$ cat src/rtl/sync_timer_pkg.sv
package sync_timer_pkg;
  localparam logic [2:0] SEL_EXT_EDGE = 3'b100;
  localparam logic [2:0] SLV_TRIGGER  = 3'b110;
  localparam logic [2:0] MST_ENABLE   = 3'b001;
  localparam int         MAX_ITR      = 4;
endpackage

$ cat src/rtl/st_edge_detect.sv
module st_edge_detect #(
  parameter bit SYNC_IN = 1'b1
) (
  input  logic clk,
  input  logic rst,
  input  logic din,
  output logic rise
);
  generate
    if (SYNC_IN) begin : g_sampled
      logic smp_now, smp_prev;
      always_ff @(posedge clk) begin
        if (rst) begin
          smp_now  <= 1'b0;
          smp_prev <= 1'b0;
        end else begin
          smp_now  <= din;
          smp_prev <= smp_now;
        end
      end
      assign rise = smp_now & ~smp_prev;
    end else begin : g_direct
      logic last;
      always_ff @(posedge clk) begin
        if (rst) last <= 1'b0;
        else     last <= din;
      end
      assign rise = din & ~last;
    end
  endgenerate
endmodule

$ cat src/rtl/st_trigger_ctrl.sv
module st_trigger_ctrl
  import sync_timer_pkg::*;
#(
  parameter int NUM_ITR = 4
) (
  input  logic               clk,
  input  logic               rst,
  input  logic [2:0]         slave_mode,
  input  logic [2:0]         trig_sel,
  input  logic [2:0]         master_mode,
  input  logic               ms_delay,
  input  logic               flag_clr,
  input  logic               ext_rise,
  input  logic [NUM_ITR-1:0] itr_rise,
  output logic               fire,
  output logic               run,
  output logic               cen,
  output logic               flag,
  output logic               tout
);
  localparam int USE_ITR = (NUM_ITR < MAX_ITR) ? NUM_ITR : MAX_ITR;

  logic sel_hit;
  logic cen_nxt;
  logic cen_late;

  always_comb begin
    sel_hit = 1'b0;
    if (trig_sel == SEL_EXT_EDGE) sel_hit = ext_rise;
    for (int k = 0; k < USE_ITR; k++) begin
      if (trig_sel == 3'(k)) sel_hit = itr_rise[k];
    end
  end

  assign fire    = sel_hit && (slave_mode == SLV_TRIGGER);
  assign cen_nxt = cen | fire;
  assign run     = ms_delay ? cen_late : cen;

  always_ff @(posedge clk) begin
    if (rst) begin
      cen      <= 1'b0;
      cen_late <= 1'b0;
      flag     <= 1'b0;
      tout     <= 1'b0;
    end else begin
      cen      <= cen_nxt;
      cen_late <= cen;
      tout     <= (master_mode == MST_ENABLE) && cen_nxt;
      if (fire)          flag <= 1'b1;
      else if (flag_clr) flag <= 1'b0;
    end
  end
endmodule

$ cat src/rtl/st_counter.sv
module st_counter #(
  parameter int CNT_W = 16
) (
  input  logic             clk,
  input  logic             rst,
  input  logic             run,
  input  logic             zero,
  input  logic             load,
  input  logic [CNT_W-1:0] load_val,
  input  logic [CNT_W-1:0] reload,
  output logic [CNT_W-1:0] value
);
  always_ff @(posedge clk) begin
    if (rst)                  value <= '0;
    else if (zero)            value <= '0;
    else if (load)            value <= load_val;
    else if (run) begin
      if (value == reload)    value <= '0;
      else                    value <= value + 1'b1;
    end
  end
endmodule

$ cat src/rtl/sync_timer.sv
module sync_timer #(
  parameter int CNT_W   = 16,
  parameter int NUM_ITR = 4
) (
  input  logic               clk,
  input  logic               rst,
  input  logic [2:0]         cfg_slave_mode,
  input  logic [2:0]         cfg_trig_sel,
  input  logic [2:0]         cfg_master_mode,
  input  logic               cfg_ms_delay,
  input  logic [CNT_W-1:0]   cfg_reload,
  input  logic               cnt_wr,
  input  logic [CNT_W-1:0]   cnt_wdata,
  input  logic               upd_gen,
  input  logic               flag_clr,
  input  logic               ext_in,
  input  logic [NUM_ITR-1:0] itr_in,
  output logic               trig_out,
  output logic               cnt_en,
  output logic [CNT_W-1:0]   count,
  output logic               trig_flag
);
  logic               ext_rise;
  logic [NUM_ITR-1:0] itr_rise;
  logic               trig_fire;
  logic               cnt_run;

  st_edge_detect #(.SYNC_IN(1'b1)) u_ext_edge (
    .clk(clk), .rst(rst), .din(ext_in), .rise(ext_rise)
  );

  generate
    for (genvar g = 0; g < NUM_ITR; g++) begin : g_itr
      st_edge_detect #(.SYNC_IN(1'b0)) u_itr_edge (
        .clk(clk), .rst(rst), .din(itr_in[g]), .rise(itr_rise[g])
      );
    end
  endgenerate

  st_trigger_ctrl #(.NUM_ITR(NUM_ITR)) u_ctrl (
    .clk(clk), .rst(rst),
    .slave_mode(cfg_slave_mode), .trig_sel(cfg_trig_sel),
    .master_mode(cfg_master_mode), .ms_delay(cfg_ms_delay),
    .flag_clr(flag_clr), .ext_rise(ext_rise), .itr_rise(itr_rise),
    .fire(trig_fire), .run(cnt_run), .cen(cnt_en),
    .flag(trig_flag), .tout(trig_out)
  );

  st_counter #(.CNT_W(CNT_W)) u_cnt (
    .clk(clk), .rst(rst), .run(cnt_run), .zero(upd_gen),
    .load(cnt_wr), .load_val(cnt_wdata), .reload(cfg_reload),
    .value(count)
  );
endmodule

$ cat config.mk
export PLATFORM = sky130hd
export DESIGN_NAME = sync_timer
export DESIGN_NICKNAME = d
export VERILOG_FILES = /design/src/rtl/sync_timer_pkg.sv /design/src/rtl/st_edge_detect.sv /design/src/rtl/st_trigger_ctrl.sv /design/src/rtl/st_counter.sv /design/src/rtl/sync_timer.sv
export SDC_FILE = /design/constraint.sdc
export NUM_CORES = 1
export LEC_CHECK = 0
export ABC_AREA = 1
export ABC_CLOCK_PERIOD_IN_PS = 1700
export BUFFER_PORTS_ARGS = -buffer_cell sky130_fd_sc_hd__buf_4
export CAP_MARGIN = 20
export CORE_ASPECT_RATIO = 0.9
export CORE_MARGIN = 4
export CORE_UTILIZATION = 45
export CTS_CLUSTER_DIAMETER = 100
export DETAILED_ROUTE_END_ITERATION = 10
export GPL_ROUTABILITY_DRIVEN = 0
export GPL_TIMING_DRIVEN = 0
export MAX_ROUTING_LAYER = met4
export PLACE_DENSITY = 0.8
export RECOVER_POWER = 100
export SLEW_MARGIN = 30
export SYNTH_ARGS = -nofsm -noshare
export SYNTH_HDL_FRONTEND = slang
export SYNTH_SLANG_ARGS = --single-unit
$ cat constraint.sdc
create_clock -name clk -period 1.7 [get_ports clk]
set_input_delay 0.255 -clock clk [delete_from_list [all_inputs] [get_ports clk]]
set_output_delay 0.255 -clock clk [all_outputs]
set_load 0.05 [all_outputs]
==> results_dict.tcl, run 1 <==
set metrics [dict create \
    tns_ns 0 \
    first_global_vias 1908 \
    rsz0062_at_grt "no" \
    ys_warn_count 0 \
    final-setup-viol-count 0 \
    grt_pass1_wl_mm 8.25 \
    cts_tree "built" \
    vias_per_cell 4.98 \
    path_class "reg2reg" \
    area_delta_synth_final_pct 28.7 \
    netlist_area_um2 1900 \
    syn_area_per_cell_um2 6.39 \
    fillers 415 \
    vias 2078 \
    synth_seq_cells 26 \
    std_cell_rows 22 \
    die-area_um2 5320 \
    wirelength_mm 4.84 \
    max_slew_margin_pct 59.0 \
    drtPass1Iterations 6 \
    hp-class "in2reg" \
    clkPwrFrac_pct 27.3 \
    core_area_um2 4070 \
    vdd_drop_max_v 0.000383 \
    skew_ns 0.00269 \
    antennaDiodeCount 0 \
    clockRootBuffer "clkbuf_8" \
    grt_max_degree 15 \
    fmax_ghz 0.636 \
    fp.dieH_um 69.6 \
    track_usage_pct 18.5 \
    routedWlPerCell_um 11.6 \
    slew_violations 0 \
    final_cell_mix "nand2_1 (66), buf_4 (50), inv_1 (41), nor2_1 (39), a21oi_1 (26)" \
    hold_violations 0 \
    worst_pin_slew_ns 0.617 \
    outcome "completed" \
    layout_commonest_cell "nand2_1" \
    endpoint_kind "flip-flop" \
    arrival_ns 1.73 \
    io_buffers 68 \
    htree_levels 1 \
    cts_made_buffers 3 \
    cp_cell_sequence "inv_1, nand2_1, nand2_1, nor2_1, nand2_1, nor2_1, nand2_4, buf_6, nand3_1, a21oi_2" \
    cp_slowest_stage_delay_ns 0.48 \
    yosysUniqueCellTypes 30 \
    cts.sinks 26 \
    fin_nets 423 \
    cts.path.max_buffers 2 \
    drc 0 \
    crit_top_cell "nand2_1" \
    required_ns 1.86 \
    startpoint_type "flip-flop" \
    clk_pin_slew_ns 0.09 \
    fin_crit_sh_pct 92.5 \
    synth_nets 350 \
    syn_inst 297 \
    seq_area_frac_synth_pct 27.4 \
    multi_input_area_um2 1120 \
    final-seq-area_um2 523 \
    cp_max_fo 10 \
    p_int_uw 995 \
    comb_power_share_pct 25.9 \
    cts_hold_buffers 0 \
    leakage_nw 1.16 \
    power.density_nw_per_um2 584 \
    sequentialPowerShare_pct 46.8 \
    switching_share_pct 30.3 \
    start_util_pct 46.6 \
    post_cts_resize_count 0 \
    drtIter0Drc 116 \
    ant_nets 0 \
    die_x_um 76.5 \
    min_period_ns 1.57 \
    p_switching_uw 432 \
    drive_gt1_share_pct 28.5 \
    postCtsSetupBuffers 0 \
    fin_util_pct 60.0 \
    gr-total-overflow 0 \
    antenna_found_initial 0 \
    ios 71 \
    holdWs_ns 0.169 \
    critPathSlowestCell "dfxtp_1" \
    dp_hpwl_mm 3.85 \
    clock_latency_ns 0.26 \
    drv_cap 0 \
]
[per-stage QoR]
| stage | area [µm²] | setup slack, ns | power [mW] | std cells |
|---|---|---|---|---|
| global route | 2440 | 0.0215 | 1.51 | 417 |
| floorplan | 1900 | 0.00390 | 0.906 | 297 |
| detailed placement | 2470 | 0.174 | 1.07 | 413 |
| global placement | 2470 | 0.201 | 1.06 | 413 |
| finish | 2440 | 0.127 | 1.43 | 417 |
| CTS | 2530 | 0.176 | 1.45 | 417 |
[power groups by stage]
| stage | logic [mW] | registers (mW) | clock network, mW |
|---|---|---|---|
| after floorplan | 0.169 | 0.736 | 0 |
| after global placement | 0.379 | 0.681 | 0 |
| after detailed placement | 0.386 | 0.682 | 0 |
| after CTS | 0.388 | 0.668 | 0.398 |
| after global routing | 0.411 | 0.673 | 0.425 |
| final | 0.369 | 0.668 | 0.390 |
[layout make-up]
| class | count | share of cell area, % |
|---|---|---|
| tap | 48 | 2.46 |
| buffer | 9 | 2.30 |
| sequential | 26 | 21.4 |
| multi-input combinational | 215 | 46.0 |
| timing repair buffer | 68 | 18.4 |
| clock buffer | 4 | 2.25 |
| inverter | 47 | 7.22 |
[synth_stat cells, drive strengths merged]
| master | number | area (µm²) |
|---|---|---|
| nor3 | 3 | 31.3 |
| nand4 | 4 | 25.0 |
| nand3 | 22 | 160 |
| o31ai | 1 | 7.51 |
| nand3b | 1 | 7.51 |
| inv | 45 | 169 |
| clkbuf | 2 | 7.51 |
| clkinv | 2 | 7.51 |
| a21oi | 35 | 213 |
| xnor2 | 1 | 8.76 |
| dfxtp | 26 | 521 |
| buf | 7 | 53.8 |
| xor2 | 10 | 87.6 |
| ha | 1 | 12.5 |
| nor2 | 45 | 196 |
| o21ai | 20 | 100 |
| nand2 | 72 | 290 |
[routing by layer]
layer | up-vias | global-route usage [%] | wire length, µm
met5 | - | - | 0
met4 | 0 | 2.01 | 10
met3 | 4 | 3.90 | 344
met2 | 67 | 31.1 | 2320
met1 | 932 | 23.7 | 2170
li1 | 1075 | - | -
[worst paths after layout]
| check | startpoint | endpoint | slack, ns | cells after the start |
|---|---|---|---|---|
| setup / recovery | u_cnt.value[5]$_SDFFE_PP0P_ | u_cnt.value[8]$_SDFFE_PP0P_ | 0.13 | 10 |
| hold / removal | flag_clr | u_ctrl.flag$_SDFFE_PP0P_ | 0.17 | 2 |
| setup reg to reg | u_cnt.value[5]$_SDFFE_PP0P_ | u_cnt.value[8]$_SDFFE_PP0P_ | 0.13 | 10 |
| hold reg to reg | u_ext_edge.g_sampled.smp_now$_SDFF_PP0_ | u_ext_edge.g_sampled.smp_prev$_SDFF_PP0_ | 0.43 | 2 |
[cell families after synthesis]
family          after synthesis  synth area share, %
compound gates               56                 16.9
flops                        26                 27.4
buf+inv                      56                 12.5
simple gates                147                 37.4
xor+xnor                     11                 5.08
fa+ha+maj                     1                0.659
[sequential cells by signal, indices dropped and copies added (netlist names)]
name                            cells
u_ctrl.cen_late                     1
u_ctrl.tout                         1
g_itr.u_itr_edge.g_direct.last      4
u_ctrl.cen                          1
u_cnt.value                        16
u_ext_edge.g_sampled.smp_now        1
u_ext_edge.g_sampled.smp_prev       1
u_ctrl.flag                         1
[critical path: cells and delay by family, from the launching register on]
kind	cells	cell delay [ns]
flip-flops	1	0.48
buffers and inverters	2	0.28
AND/OR/NAND/NOR	7	0.66
AO/OA/AOI/OAI	1	0.05
(Power assumes the default switching activity.)
==> run 2, diff against run 1 <==
--- a/config.mk
+++ b/config.mk
@@ -8,3 +8,2 @@
 export ABC_AREA = 1
-export ABC_CLOCK_PERIOD_IN_PS = 1700
 export BUFFER_PORTS_ARGS = -buffer_cell sky130_fd_sc_hd__buf_4
==> constraint.sdc (replaced) <==
create_clock -name clk -period 1.7 [get_ports clk]
set_input_delay 0.085 -clock clk [delete_from_list [all_inputs] [get_ports clk]]
set_output_delay 0.085 -clock clk [all_outputs]
set_load 0.05 [all_outputs]
==> run 2 against run 1 <==
Combinational power hardly changed. Clock skew hardly changed. Largest cell class unchanged. Largest power group unchanged. Register-to-register slack barely moved. Routed wire length increased by 0.45%. Die area did not move. Total power hardly changed. Fmax barely moved. Flip-flop and latch count stayed put.
==> results_dict.tcl, run 2 (synthesized netlist as in run 1, its figures left out) <==
set metrics [dict create \
    rsz0062_at_grt "no" \
    hold_violations 0 \
    drc 0 \
    fin_crit_sh_pct 92.6 \
    tns_ns 0 \
    path_class "reg2reg" \
    clockRootBuffer "clkbuf_8" \
    leakage_nw 1.14 \
    drtIter0Drc 115 \
    max_slew_margin_pct 59.0 \
    reg.largest.list "u_cnt.value (16), g_itr.u_itr_edge.g_direct.last (4)" \
    ios 71 \
    p_int_uw 995 \
    largest_reg_flops 16 \
    arrival_ns 1.73 \
    fmax_ghz 0.635 \
    first_global_vias 1911 \
    regMostFlops "u_cnt.value" \
    wirelength_mm 4.86 \
    layout_commonest_cell "nand2_1" \
    drive_gt1_share_pct 26.2 \
    grt_pass1_wl_mm 8.27 \
    core_area_um2 4070 \
    die-area_um2 5320 \
    dr_wl_met2_mm 2.31 \
    cp_max_fo 10 \
    min_period_ns 1.57 \
    vdd_drop_max_v 0.000383 \
    final-setup-viol-count 0 \
    routed.top_layer "met4" \
    cts_made_buffers 3 \
    vias 2077 \
    fin_util_pct 60.0 \
    htree_levels 1 \
    fin_nets 424 \
    std_cell_rows 22 \
    cts_tree "built" \
    p_switching_uw 432 \
    dp_hpwl_mm 3.85 \
    switching_share_pct 30.3 \
    comb_power_share_pct 25.9 \
    dr_wl_met3_um 361 \
    met1Wirelength_mm 2.18 \
    area_delta_synth_final_pct 28.7 \
    cts.path.max_buffers 2 \
    grt_max_degree 15 \
    endpoint_kind "flip-flop" \
    skew_ns 0.00277 \
    clock_latency_ns 0.26 \
    drv_cap 0 \
    die_x_um 76.5 \
    cts.sinks 26 \
    sequentialPowerShare_pct 46.8 \
    fillers 422 \
    track_usage_pct 18.5 \
    slew_violations 0 \
    antennaDiodeCount 0 \
    outcome "completed" \
    routedWlPerCell_um 11.6 \
    gr-total-overflow 0 \
    io_buffers 68 \
    start_util_pct 46.6 \
    clk_pin_slew_ns 0.09 \
    placed_cell_area_um2 2470 \
    required_ns 1.86 \
    worst_pin_slew_ns 0.617 \
    finalInstanceArea_um2 2440 \
    power.density_nw_per_um2 584 \
    ant_nets 0 \
    antenna_found_initial 0 \
    clkPwrFrac_pct 27.3 \
    vias_per_cell 4.97 \
    final_cell_mix "nand2_1 (66), buf_4 (50), inv_1 (41), nor2_1 (39), a21oi_1 (26)" \
    drtPass1Iterations 6 \
    startpoint_type "flip-flop" \
    hp-class "in2reg" \
    post_cts_resize_count 0 \
    fp.dieH_um 69.6 \
]
-- run 2: cell types whose count changed in the layout (fill, tap and decap cells not counted) --
cell           delta
clkbuf_1          +8
clkbuf_2          -8
dlygate4sd3_1     +1
-- run 2: critical path: stages, from the launching register on --
cell and delay (ns):
dfxtp_1 0.48, inv_1 0.11, nand2_1 0.07, nand2_1 0.04
nor2_1 0.09, nand2_1 0.07, nor2_1 0.19, nand2_4 0.11
buf_6 0.17, nand3_1 0.09, a21oi_2 0.05
-- run 2: area by class of cell --
type / instances / area, µm² / share of cell area (%)
Buffer: 9 / 56.3 / 2.30
Clock buffer: 4 / 55.1 / 2.25
Inverter: 47 / 176 / 7.22
Multi-Input combinational cell: 215 / 1120 / 46.0
Sequential cell: 26 / 523 / 21.4
Tap cell: 48 / 60.1 / 2.46
Timing Repair Buffer: 69 / 449 / 18.4
-- run 2: per-layer routing --
metal / vias to the layer above / global-route usage (%)
li1: 1075 / -
met1: 927 / 23.7
met2: 71 / 31.1
met3: 4 / 3.90
met4: 0 / 2.01
met5: - / -
-- run 2: stage by stage --
stage / hold slack, ns / std cells / power (mW) / setup slack, ns
finish: 0.0165 / 418 / 1.43 / 0.126
global route: 0.0469 / 418 / 1.51 / 0.0232
CTS: 0.0193 / 418 / 1.46 / 0.176
detailed placement: 0.288 / 413 / 1.07 / 0.199
global placement: 0.274 / 413 / 1.06 / 0.246
floorplan: 0.188 / 297 / 0.906 / 0.00390
-- run 2: path summary, 6_finish.rpt --
check / endpoint / startpoint / depth (start not counted) / slack (ns)
max: u_cnt.value[8]$_SDFFE_PP0P_ / u_cnt.value[5]$_SDFFE_PP0P_ / 10 / 0.13
min: u_ext_edge.g_sampled.smp_now$_SDFF_PP0_ / ext_in / 3 / 0.02
max reg2reg: u_cnt.value[8]$_SDFFE_PP0P_ / u_cnt.value[5]$_SDFFE_PP0P_ / 10 / 0.13
min reg2reg: u_ext_edge.g_sampled.smp_prev$_SDFF_PP0_ / u_ext_edge.g_sampled.smp_now$_SDFF_PP0_ / 2 / 0.43
-- run 2: power groups by stage --
| stage | clock [mW] | sequential [mW] | combinational [mW] |
|---|---|---|---|
| floorplan | 0 | 0.736 | 0.169 |
| global placement | 0 | 0.681 | 0.379 |
| detailed placement | 0 | 0.682 | 0.386 |
| CTS | 0.398 | 0.668 | 0.390 |
| global route | 0.425 | 0.673 | 0.411 |
| finish | 0.390 | 0.668 | 0.369 |
-- run 2: repair_timing --
item / 4_1_cts / 5_1_grt
buffers inserted: 0 / 0
hold buffers: 1 / 0
hold endpoints to repair: 1 / 0
